**src/rtl/e1_tap_pkg.sv**
```systemverilog
// Package: shared constants and the mode encoding for the E1 timeslot tap.
// Assumes a 32-slot, 8-bit-per-slot frame unless a module overrides its parameters.
package e1_tap_pkg;
    localparam int TAP_SLOTS     = 32;
    localparam int TAP_BYTE_W    = 8;
    localparam int TAP_DFLT_SLOT = 16;

    typedef enum logic {
        MODE_EXTRACT = 1'b0,
        MODE_PLACE   = 1'b1
    } tap_mode_e;
endpackage

```
**src/rtl/e1_slot_timer.sv**
```systemverilog
// Module: e1_slot_timer
// Splits the frame bit counter into a slot index and a bit phase. While the frame
// is locked, it drives one registered start-of-slot strobe for each slot.
// Assumes bit_cnt holds the position of the bit that arrives with bit_en.
module e1_slot_timer
    import e1_tap_pkg::*;
#(
    parameter int SLOTS  = TAP_SLOTS,
    parameter int BYTE_W = TAP_BYTE_W,
    localparam int SLOT_W = $clog2(SLOTS),
    localparam int PH_W   = $clog2(BYTE_W),
    localparam int CNT_W  = SLOT_W + PH_W
) (
    input  logic              clk,
    input  logic              rst_n,
    input  logic              bit_en,
    input  logic              frame_lock,
    input  logic [CNT_W-1:0]  bit_cnt,
    output logic [SLOT_W-1:0] slot_idx,
    output logic              first_bit,
    output logic              last_bit,
    output logic [SLOTS-1:0]  slot_stb
);
    logic [SLOTS-1:0] stb_d;

    // Decode the counter into slot index and position inside the slot.
    always_comb begin
        slot_idx  = bit_cnt[CNT_W-1:PH_W];
        first_bit = (bit_cnt[PH_W-1:0] == '0);
        last_bit  = (bit_cnt[PH_W-1:0] == PH_W'(BYTE_W - 1));
    end

    // One comparator per slot; a strobe fires only on a locked first bit.
    for (genvar g = 0; g < SLOTS; g++) begin : g_stb
        assign stb_d[g] = bit_en && frame_lock && first_bit && (slot_idx == SLOT_W'(g));
    end

    // Register the strobes so that they align with the serial output.
    always_ff @(posedge clk) begin
        if (!rst_n) slot_stb <= '0;
        else        slot_stb <= stb_d;
    end

    AST_STB_ONEHOT: assert property (@(posedge clk) disable iff (!rst_n)
        $onehot0(slot_stb));
    AST_STB_NEEDS_LOCK: assert property (@(posedge clk) disable iff (!rst_n)
        ($past(rst_n) && slot_stb != '0) |-> ($past(bit_en) && $past(frame_lock)));
endmodule

```
**src/rtl/e1_slot_capture.sv**
```systemverilog
// Module: e1_slot_capture
// Shifts the bits of the chosen slot in MSB first and publishes the byte with a
// one-cycle valid pulse. The start decision is made outside this module. Loss of
// lock drops a capture that is in progress.
module e1_slot_capture
    import e1_tap_pkg::*;
#(
    parameter int BYTE_W = TAP_BYTE_W
) (
    input  logic              clk,
    input  logic              rst_n,
    input  logic              bit_en,
    input  logic              frame_lock,
    input  logic              rx_bit,
    input  logic              cap_start,
    input  logic              last_bit,
    output logic [BYTE_W-1:0] rx_byte,
    output logic              rx_valid
);
    logic              cap_act;
    logic [BYTE_W-2:0] sh_q;

    // Collect the slot bits; a valid pulse and the new byte appear together.
    always_ff @(posedge clk) begin
        if (!rst_n) begin
            cap_act  <= 1'b0;
            sh_q     <= '0;
            rx_byte  <= '0;
            rx_valid <= 1'b0;
        end else begin
            rx_valid <= 1'b0;
            if (!frame_lock) begin
                cap_act <= 1'b0;
            end else if (cap_start) begin
                cap_act <= 1'b1;
                sh_q    <= (BYTE_W-1)'(rx_bit);
            end else if (bit_en && cap_act) begin
                if (last_bit) begin
                    rx_byte  <= {sh_q, rx_bit};
                    rx_valid <= 1'b1;
                    cap_act  <= 1'b0;
                end else begin
                    sh_q <= {sh_q[BYTE_W-3:0], rx_bit};
                end
            end
        end
    end

    AST_VALID_PULSE: assert property (@(posedge clk) disable iff (!rst_n)
        rx_valid |=> !rx_valid);
    AST_VALID_LOCKED: assert property (@(posedge clk) disable iff (!rst_n)
        ($past(rst_n) && rx_valid) |-> $past(frame_lock));
    AST_BYTE_STABLE: assert property (@(posedge clk) disable iff (!rst_n)
        ($past(rst_n) && !rx_valid) |-> $stable(rx_byte));
endmodule

```
**src/rtl/e1_slot_insert.sv**
```systemverilog
// Module: e1_slot_insert
// Drives the outgoing serial bit. Bits are copied through by default. When a
// placement starts, the latched byte is sent MSB first for one slot. Replacement
// ends as soon as lock drops.
module e1_slot_insert
    import e1_tap_pkg::*;
#(
    parameter int BYTE_W = TAP_BYTE_W
) (
    input  logic              clk,
    input  logic              rst_n,
    input  logic              bit_en,
    input  logic              frame_lock,
    input  logic              rx_bit,
    input  logic              ins_start,
    input  logic              last_bit,
    input  logic [BYTE_W-1:0] tx_byte,
    output logic              tx_bit
);
    logic              ins_act;
    logic [BYTE_W-2:0] ins_sh;

    // Choose, for each line bit, between the input bit and the placed byte.
    always_ff @(posedge clk) begin
        if (!rst_n) begin
            tx_bit  <= 1'b0;
            ins_act <= 1'b0;
            ins_sh  <= '0;
        end else begin
            if (!frame_lock) ins_act <= 1'b0;
            if (bit_en) begin
                if (ins_start) begin
                    tx_bit  <= tx_byte[BYTE_W-1];
                    ins_sh  <= tx_byte[BYTE_W-2:0];
                    ins_act <= 1'b1;
                end else if (ins_act && frame_lock) begin
                    tx_bit <= ins_sh[BYTE_W-2];
                    ins_sh <= {ins_sh[BYTE_W-3:0], 1'b0};
                    if (last_bit) ins_act <= 1'b0;
                end else begin
                    tx_bit <= rx_bit;
                end
            end
        end
    end

    AST_TX_PASS_UNLOCKED: assert property (@(posedge clk) disable iff (!rst_n)
        ($past(rst_n) && $past(bit_en) && !$past(frame_lock)) |-> (tx_bit == $past(rx_bit)));
    AST_TX_HOLD_IDLE: assert property (@(posedge clk) disable iff (!rst_n)
        ($past(rst_n) && !$past(bit_en)) |-> $stable(tx_bit));
endmodule

```
**src/rtl/e1_slot_tap.sv**
```systemverilog
// Module: e1_slot_tap (top)
// The E1 timeslot tap. It picks one slot (the default or a custom number) and
// compares it once against the current slot index. That single compare starts
// either an MSB-first capture or an in-line replacement of the slot. All other
// bits pass through with a latency of one bit-enable.
// Assumes the synchronizer supplies bit_en, bit_cnt and frame_lock.
module e1_slot_tap
    import e1_tap_pkg::*;
#(
    parameter int SLOTS     = TAP_SLOTS,
    parameter int BYTE_W    = TAP_BYTE_W,
    parameter int DFLT_SLOT = TAP_DFLT_SLOT,
    localparam int SLOT_W = $clog2(SLOTS),
    localparam int PH_W   = $clog2(BYTE_W),
    localparam int CNT_W  = SLOT_W + PH_W
) (
    input  logic              clk,
    input  logic              rst_n,
    input  logic              bit_en,
    input  logic              rx_bit,
    input  logic [CNT_W-1:0]  bit_cnt,
    input  logic              frame_lock,
    input  logic              sel_custom,
    input  logic [SLOT_W-1:0] slot_sel,
    input  logic              place_mode,
    input  logic              wr_en,
    input  logic [BYTE_W-1:0] tx_byte,
    output logic              tx_bit,
    output logic [BYTE_W-1:0] rx_byte,
    output logic              rx_valid,
    output logic [SLOTS-1:0]  slot_stb
);
    logic [SLOT_W-1:0] slot_idx;
    logic              first_bit;
    logic              last_bit;
    logic [SLOT_W-1:0] active_sel;
    logic              slot_hit;
    logic              start_any;
    logic              cap_start;
    logic              ins_start;
    tap_mode_e         mode;

    // Resolve the chosen slot and the single shared compare that starts a slot action.
    always_comb begin
        mode       = tap_mode_e'(place_mode);
        active_sel = sel_custom ? slot_sel : SLOT_W'(DFLT_SLOT);
        slot_hit   = (slot_idx == active_sel);
        start_any  = bit_en && frame_lock && first_bit && slot_hit;
        cap_start  = start_any && (mode == MODE_EXTRACT);
        ins_start  = start_any && (mode == MODE_PLACE) && wr_en;
    end

    e1_slot_timer #(.SLOTS(SLOTS), .BYTE_W(BYTE_W)) timer_i (
        .clk(clk), .rst_n(rst_n), .bit_en(bit_en), .frame_lock(frame_lock),
        .bit_cnt(bit_cnt), .slot_idx(slot_idx), .first_bit(first_bit),
        .last_bit(last_bit), .slot_stb(slot_stb)
    );

    e1_slot_capture #(.BYTE_W(BYTE_W)) capture_i (
        .clk(clk), .rst_n(rst_n), .bit_en(bit_en), .frame_lock(frame_lock),
        .rx_bit(rx_bit), .cap_start(cap_start), .last_bit(last_bit),
        .rx_byte(rx_byte), .rx_valid(rx_valid)
    );

    e1_slot_insert #(.BYTE_W(BYTE_W)) insert_i (
        .clk(clk), .rst_n(rst_n), .bit_en(bit_en), .frame_lock(frame_lock),
        .rx_bit(rx_bit), .ins_start(ins_start), .last_bit(last_bit),
        .tx_byte(tx_byte), .tx_bit(tx_bit)
    );

    AST_NO_VALID_IN_PLACE: assert property (@(posedge clk) disable iff (!rst_n)
        ($past(rst_n) && $past(bit_en) && $past(place_mode) && $past(last_bit)) |-> !rx_valid);
endmodule

```
**config.mk**
```make
export PLATFORM = sky130hd
export DESIGN_NAME = e1_slot_tap
export DESIGN_NICKNAME = d
export VERILOG_FILES = /design/src/rtl/e1_tap_pkg.sv /design/src/rtl/e1_slot_timer.sv /design/src/rtl/e1_slot_capture.sv /design/src/rtl/e1_slot_insert.sv /design/src/rtl/e1_slot_tap.sv
export SDC_FILE = /design/constraint.sdc
export NUM_CORES = 1
export LEC_CHECK = 0
export ABC_AREA = 0
export CORE_UTILIZATION = 47
export DETAILED_ROUTE_END_ITERATION = 10
export DONT_BUFFER_PORTS = 1
export PLACE_DENSITY_LB_ADDON = 0.05
export RECOVER_POWER = 100
export REMOVE_ABC_BUFFERS = 1
export SLEW_MARGIN = 25
export SYNTH_ARGS = -nofsm -noshare
export SYNTH_HDL_FRONTEND = slang
export SYNTH_HIERARCHICAL = 1
export SYNTH_SLANG_ARGS = --single-unit
```
**constraint.sdc**
```tcl
create_clock -name clk -period 3.6 [get_ports clk]
set_input_delay 0.54 -clock clk [delete_from_list [all_inputs] [get_ports clk]]
set_output_delay 0.54 -clock clk [all_outputs]
set_load 0.005 [all_outputs]
```
==> impl_metrics.yaml, run 1 <==
route:
  vias: 1663
  drtAntennaViolNets: 0
  drc: 0
  wire_per_inst_um: 15.8
  firstDrtPassIters: 4
  drt-initial-drc-count: 65
  viasPerCell: 5.66
  routed_wl_um: 4660
pwr:
  p_leak_nw: 0.922
  cellPowerDensity_nw_per_um2: 553
  max-vdd-ir-drop_mv: 0.302
clock_tree:
  postCtsHoldBufs: 0
  cts_tree: "done"
  post-cts-setup-buffer-count: 0
  cts_buffers: 9
  clock_sinks: 58
  clock_latency_ns: 0.33
  clock-root-buffer: "clkbuf_8"
  htreeDepth: 3
  path_clk_slew_ns: 0.06
  ctsResizeCount: 0
  cts_buffer_depth: 2
synthesis:
  synthCells: 226
  netlist_area_um2: 2310
  yosysWarnings: 6
  ys_types: 42
  seq_area_frac_synth: 0.503
  synth_seq_cells: 58
  synth.avg_cell_area_um2: 10.2
grt:
  grt_max_degree: 41
  antenna_found_initial: 0
  grt_pass1_wl_um: 7690
  first_global_vias: 1563
  grt_overflow: 0
  grt.total_usage: 0.197
layout:
  final_common_cell: "dfxtp_1"
  nFillCells: 444
  fin_nets: 251
  diodes: 0
  layout_common_cells: "58 x dfxtp_1, 26 x nand2_1, 21 x mux2i_1, 17 x nor3_1, 16 x nor4_1"
  drive_gt1_frac: 0.0793
  area_growth_pct: 7.38
run_status:
  violations: "max-capacitance violations, max-slew violations"
  status: "finished with violations"
timing:
  hold_viol_final: 0
  fin_crit_sh: 0.777
  holdWs_ns: 0.326
  finalMaxSlewViolations: 10
  skew_ns: 0.00533
  finalSetupViolCount: 0
  fmax_mhz: 358
  worst_slew_pin_slew_ns: 1.51
  period_needed_ns: 2.80
  rsz0062_at_grt: "no"
  max-slew-margin-rel: -0.0113
  finalSetupTns_ns: 0
floorplan:
  fp.dieW_um: 72.1
  rows: 25
  pin_count: 71
  coreArea_um2: 4720
  die_h_um: 72.1
  dieArea_um2: 5190
  start_util: 0.488
placed_design:
  post-dp-hpwl_um: 3290
  numPortBuffers: 0
  gp_congestion: 0.732
min_path:
  min_from: "frame_lock"
  hold_path.class: "input port to flip-flop"
worst_setup_path:
  cp.required_ns: 3.87
  cp-start-kind: "input port"
  arrival_ns: 3.07
  startpoint: "bit_cnt[0]"
  critical_path_class: "input port to flip-flop"
  critPathCaptureType: "flip-flop"
  rr_startpoint: "capture_i/cap_act"
  crit_fanout: 15
job:
  drv_cap: 1
cells in the mapped netlist, drive strengths merged:
cell | instances | share of area
o21a | 1 | 0.0033
o22ai | 3 | 0.0081
inv | 1 | 0.0016
mux2i | 21 | 0.091
nor2 | 2 | 0.0033
dfxtp | 58 | 0.50
nor4b | 2 | 0.0076
a211oi | 1 | 0.0033
nand3 | 10 | 0.022
a21oi | 2 | 0.0043
nand2 | 26 | 0.042
nand4b | 6 | 0.023
o211a | 6 | 0.026
or3 | 1 | 0.0027
o2111ai | 1 | 0.0038
xor2 | 2 | 0.0076
and3 | 2 | 0.0054
nand3b | 7 | 0.023
and2 | 2 | 0.0065
or2 | 2 | 0.0054
and2b | 1 | 0.0033
nor3 | 17 | 0.039
a21o | 2 | 0.0098
and3b | 1 | 0.0038
nand4 | 2 | 0.0054
a21boi | 1 | 0.0033
clkbuf | 4 | 0.0070
nor4 | 16 | 0.043
nand2b | 6 | 0.016
o21ai | 3 | 0.011
buf | 14 | 0.052
nand4bb | 1 | 0.0049
nor2b | 1 | 0.0027
or4bb | 1 | 0.0049
final cells by class:
class                           count  area [um2]  share of cell area
Clock inverter                      4        72.6              0.0293
Multi-Input combinational cell    149         980               0.395
Tap cell                           67        83.8              0.0338
Clock buffer                       12         165              0.0667
Sequential cell                    58        1160               0.469
Timing Repair Buffer                3        11.3             0.00455
Inverter                            1        3.75             0.00152
kinds of logic after synthesis:
kind of cell / Yosys count / synth area share
compound gates: 20 / 0.0732
xor+xnor: 2 / 0.00759
buf+inv: 19 / 0.0607
flops: 58 / 0.503
mux: 21 / 0.0911
simple gates: 106 / 0.264
power breakdown:
part / internal, mW / switching (mW)
Sequential: 0.643 / 0.000635
Clock: 0.445 / 0.248
Combinational: 0.0135 / 0.0191
Total: 1.10 / 0.268
per-stage QoR:
stage               utilization  cells  instance area (um2)  worst slack [ns]  total power, mW
floorplan                     -    208                 2170             0.102            0.684
global placement          0.485    278                 2290              1.12            0.690
detailed placement        0.485    278                 2290              1.02            0.691
CTS                       0.535    294                 2530              1.38             1.38
global route              0.525    294                 2480             0.647             1.42
finish                    0.525    294                 2480             0.803             1.37
routing by layer:
layer,wire (um),vias up,global-route usage
met5,0,-,0
met2,2270,56,0.306
met1,1960,786,0.236
met4,103,0,0.120
met3,326,11,0.0667
li1,-,810,-
flip-flops by register name, summed over array words and instances, names as in the netlist:
| name | flops |
|---|---|
| insert_i/ins_sh | 7 |
| capture_i/sh_q | 7 |
| capture_i/cap_act | 1 |
| capture_i/rx_byte | 8 |
| capture_i/rx_valid | 1 |
| insert_i/tx_bit | 1 |
| insert_i/ins_act | 1 |
| timer_i/slot_stb | 32 |
worst paths after layout:
| check | end | slack, ns | cells past startpoint |
|---|---|---|---|
| min reg2reg | capture_i/rx_byte[4] | 0.47 | 2 |
| max reg2reg | capture_i/rx_byte[1] | 1.71 | 3 |
| min | capture_i/cap_act | 0.33 | 2 |
| max | insert_i/ins_sh[2] | 0.80 | 8 |
worst max-delay path: stages:
cell	delay, ns
or3_1	0.60
inv_1	0.12
o2111ai_1	0.13
nor4b_1	0.28
clkbuf_1	0.53
a21o_1	0.28
and2_0	0.38
o211a_1	0.19
Power figures use the tool's default switching activity.
==> run 2, diff against run 1 <==
==> constraint.sdc (replaced) <==
create_clock -name clk -period 2.5 [get_ports clk]
set_input_delay 0.375 -clock clk [delete_from_list [all_inputs] [get_ports clk]]
set_output_delay 0.375 -clock clk [all_outputs]
set_load 0.005 [all_outputs]
==> impl_metrics.yaml, run 2 (same netlist as run 1, synthesis figures left out) <==
timing:
  rsz0062_at_grt: "no"
  fin_crit_sh: 0.862
  worst_slew_pin_slew_ns: 0.902
  finalSetupViolCount: 0
  hold_viol_final: 0
  finalMaxSlewViolations: 0
  period_needed_ns: 2.16
  skew_ns: 0.00980
  fmax_mhz: 464
  max-slew-margin-rel: 0.395
  finalSetupTns_ns: 0
  worst_slack_ns: 0.344
grt:
  grt.total_usage: 0.187
  grt_overflow: 0
  grt_max_degree: 41
  antenna_found_initial: 0
  first_global_vias: 1553
  grt_pass1_wl_um: 7490
pwr:
  total_power_mw: 1.98
  max-vdd-ir-drop_mv: 0.398
  p_leak_nw: 0.929
  cellPowerDensity_nw_per_um2: 793
layout:
  largest_reg_flops: 32
  seq_area_um2: 1160
  fin_nets: 251
  reg_top3: "timer_i/slot_stb x32, capture_i/rx_byte x8"
  nFillCells: 440
  drive_gt1_frac: 0.0925
  multi_input_area_um2: 991
  area_growth_pct: 8.03
  regMostFlops: "timer_i/slot_stb"
  diodes: 0
  final_cells: 294
  final_common_cell: "dfxtp_1"
  layout_common_cells: "58 x dfxtp_1, 26 x nand2_1, 21 x mux2i_1, 16 x nor3_1, 16 x nor4_1"
worst_setup_path:
  critPathCaptureType: "flip-flop"
  critical_path_class: "input port to flip-flop"
  arrival_ns: 2.42
  cp-start-kind: "input port"
  crit_fanout: 15
  cp.required_ns: 2.76
run_status:
  status: "complete, no violations"
floorplan:
  dieArea_um2: 5190
  start_util: 0.488
  rows: 25
  die_h_um: 72.1
  fp.dieW_um: 72.1
  coreArea_um2: 4720
  pin_count: 71
clock_tree:
  clock_sinks: 58
  cts_tree: "done"
  cts_buffer_depth: 2
  ctsResizeCount: 0
  post-cts-setup-buffer-count: 0
  clock-root-buffer: "clkbuf_8"
  htreeDepth: 3
  clock_latency_ns: 0.32
  cts_buffers: 9
  path_clk_slew_ns: 0.06
  postCtsHoldBufs: 0
route:
  wire_per_inst_um: 15.8
  drtAntennaViolNets: 0
  routed_wl_um: 4650
  drt-initial-drc-count: 100
  viasPerCell: 5.55
  firstDrtPassIters: 4
  drc: 0
  vias: 1631
placed_design:
  gp_congestion: 0.757
  place_inst: 278
  numPortBuffers: 0
  dpl_worst_slack_ns: 0.137
  post-dp-hpwl_um: 3290
min_path:
  hold_path.class: "input port to flip-flop"
job:
  drv_cap: 0
run 2: cell types whose count changed in the layout (fill, tap and decap cells not counted), sizes merged:
cell	delta
buf	+2
clkbuf	-3
bufinv	+1
run 2: final cells by class:
| type | count | area share |
|---|---|---|
| well taps | 67 | 0.0336 |
| clock buffers | 11 | 0.0527 |
| clock inverters | 5 | 0.0412 |
| multi-input cells | 149 | 0.398 |
| inverters | 1 | 0.00151 |
| flip-flops and latches | 58 | 0.466 |
| repair buffers | 3 | 0.00753 |
run 2: stage by stage:
| stage | hold slack [ns] | area [um2] | util |
|---|---|---|---|
| CTS | 0.153 | 2520 | 0.534 |
| global route | 0.163 | 2490 | 0.528 |
| floorplan | 0.446 | 2170 | - |
| global placement | 0.460 | 2290 | 0.485 |
| detailed placement | 0.470 | 2290 | 0.485 |
| finish | 0.176 | 2490 | 0.528 |
run 2: power breakdown:
group          switching, mW  internal (mW)
sequential          0.000956          0.925
combinational         0.0279         0.0195
clock                  0.341          0.661
total                  0.370           1.61
run 2: per-layer routing:
metal  track usage  vias up  wire, um  share of wire
met4        0.0915        0        15         0.0032
li1              -      811         -              -
met2         0.308       46      2400           0.52
met5             0        -         0              0
met3        0.0611        2       295          0.063
met1         0.217      772      1930           0.42
run 2: worst max-delay path, stage by stage:
cell       delay [ns]
or3_1            0.59
inv_1            0.12
o2111ai_1        0.14
nor4b_1          0.33
buf_4            0.26
a21o_1           0.23
and2_4           0.22
o211a_1          0.15
run 2: worst paths after layout:
| path | startpoint | to | slack [ns] | depth (start not counted) |
|---|---|---|---|---|
| max | bit_cnt[0] | insert_i/ins_sh[1] | 0.34 | 8 |
| min | frame_lock | capture_i/cap_act | 0.18 | 2 |
| max reg2reg | capture_i/cap_act | capture_i/rx_byte[1] | 1.08 | 3 |
| min reg2reg | capture_i/sh_q[6] | capture_i/rx_byte[7] | 0.48 | 2 |
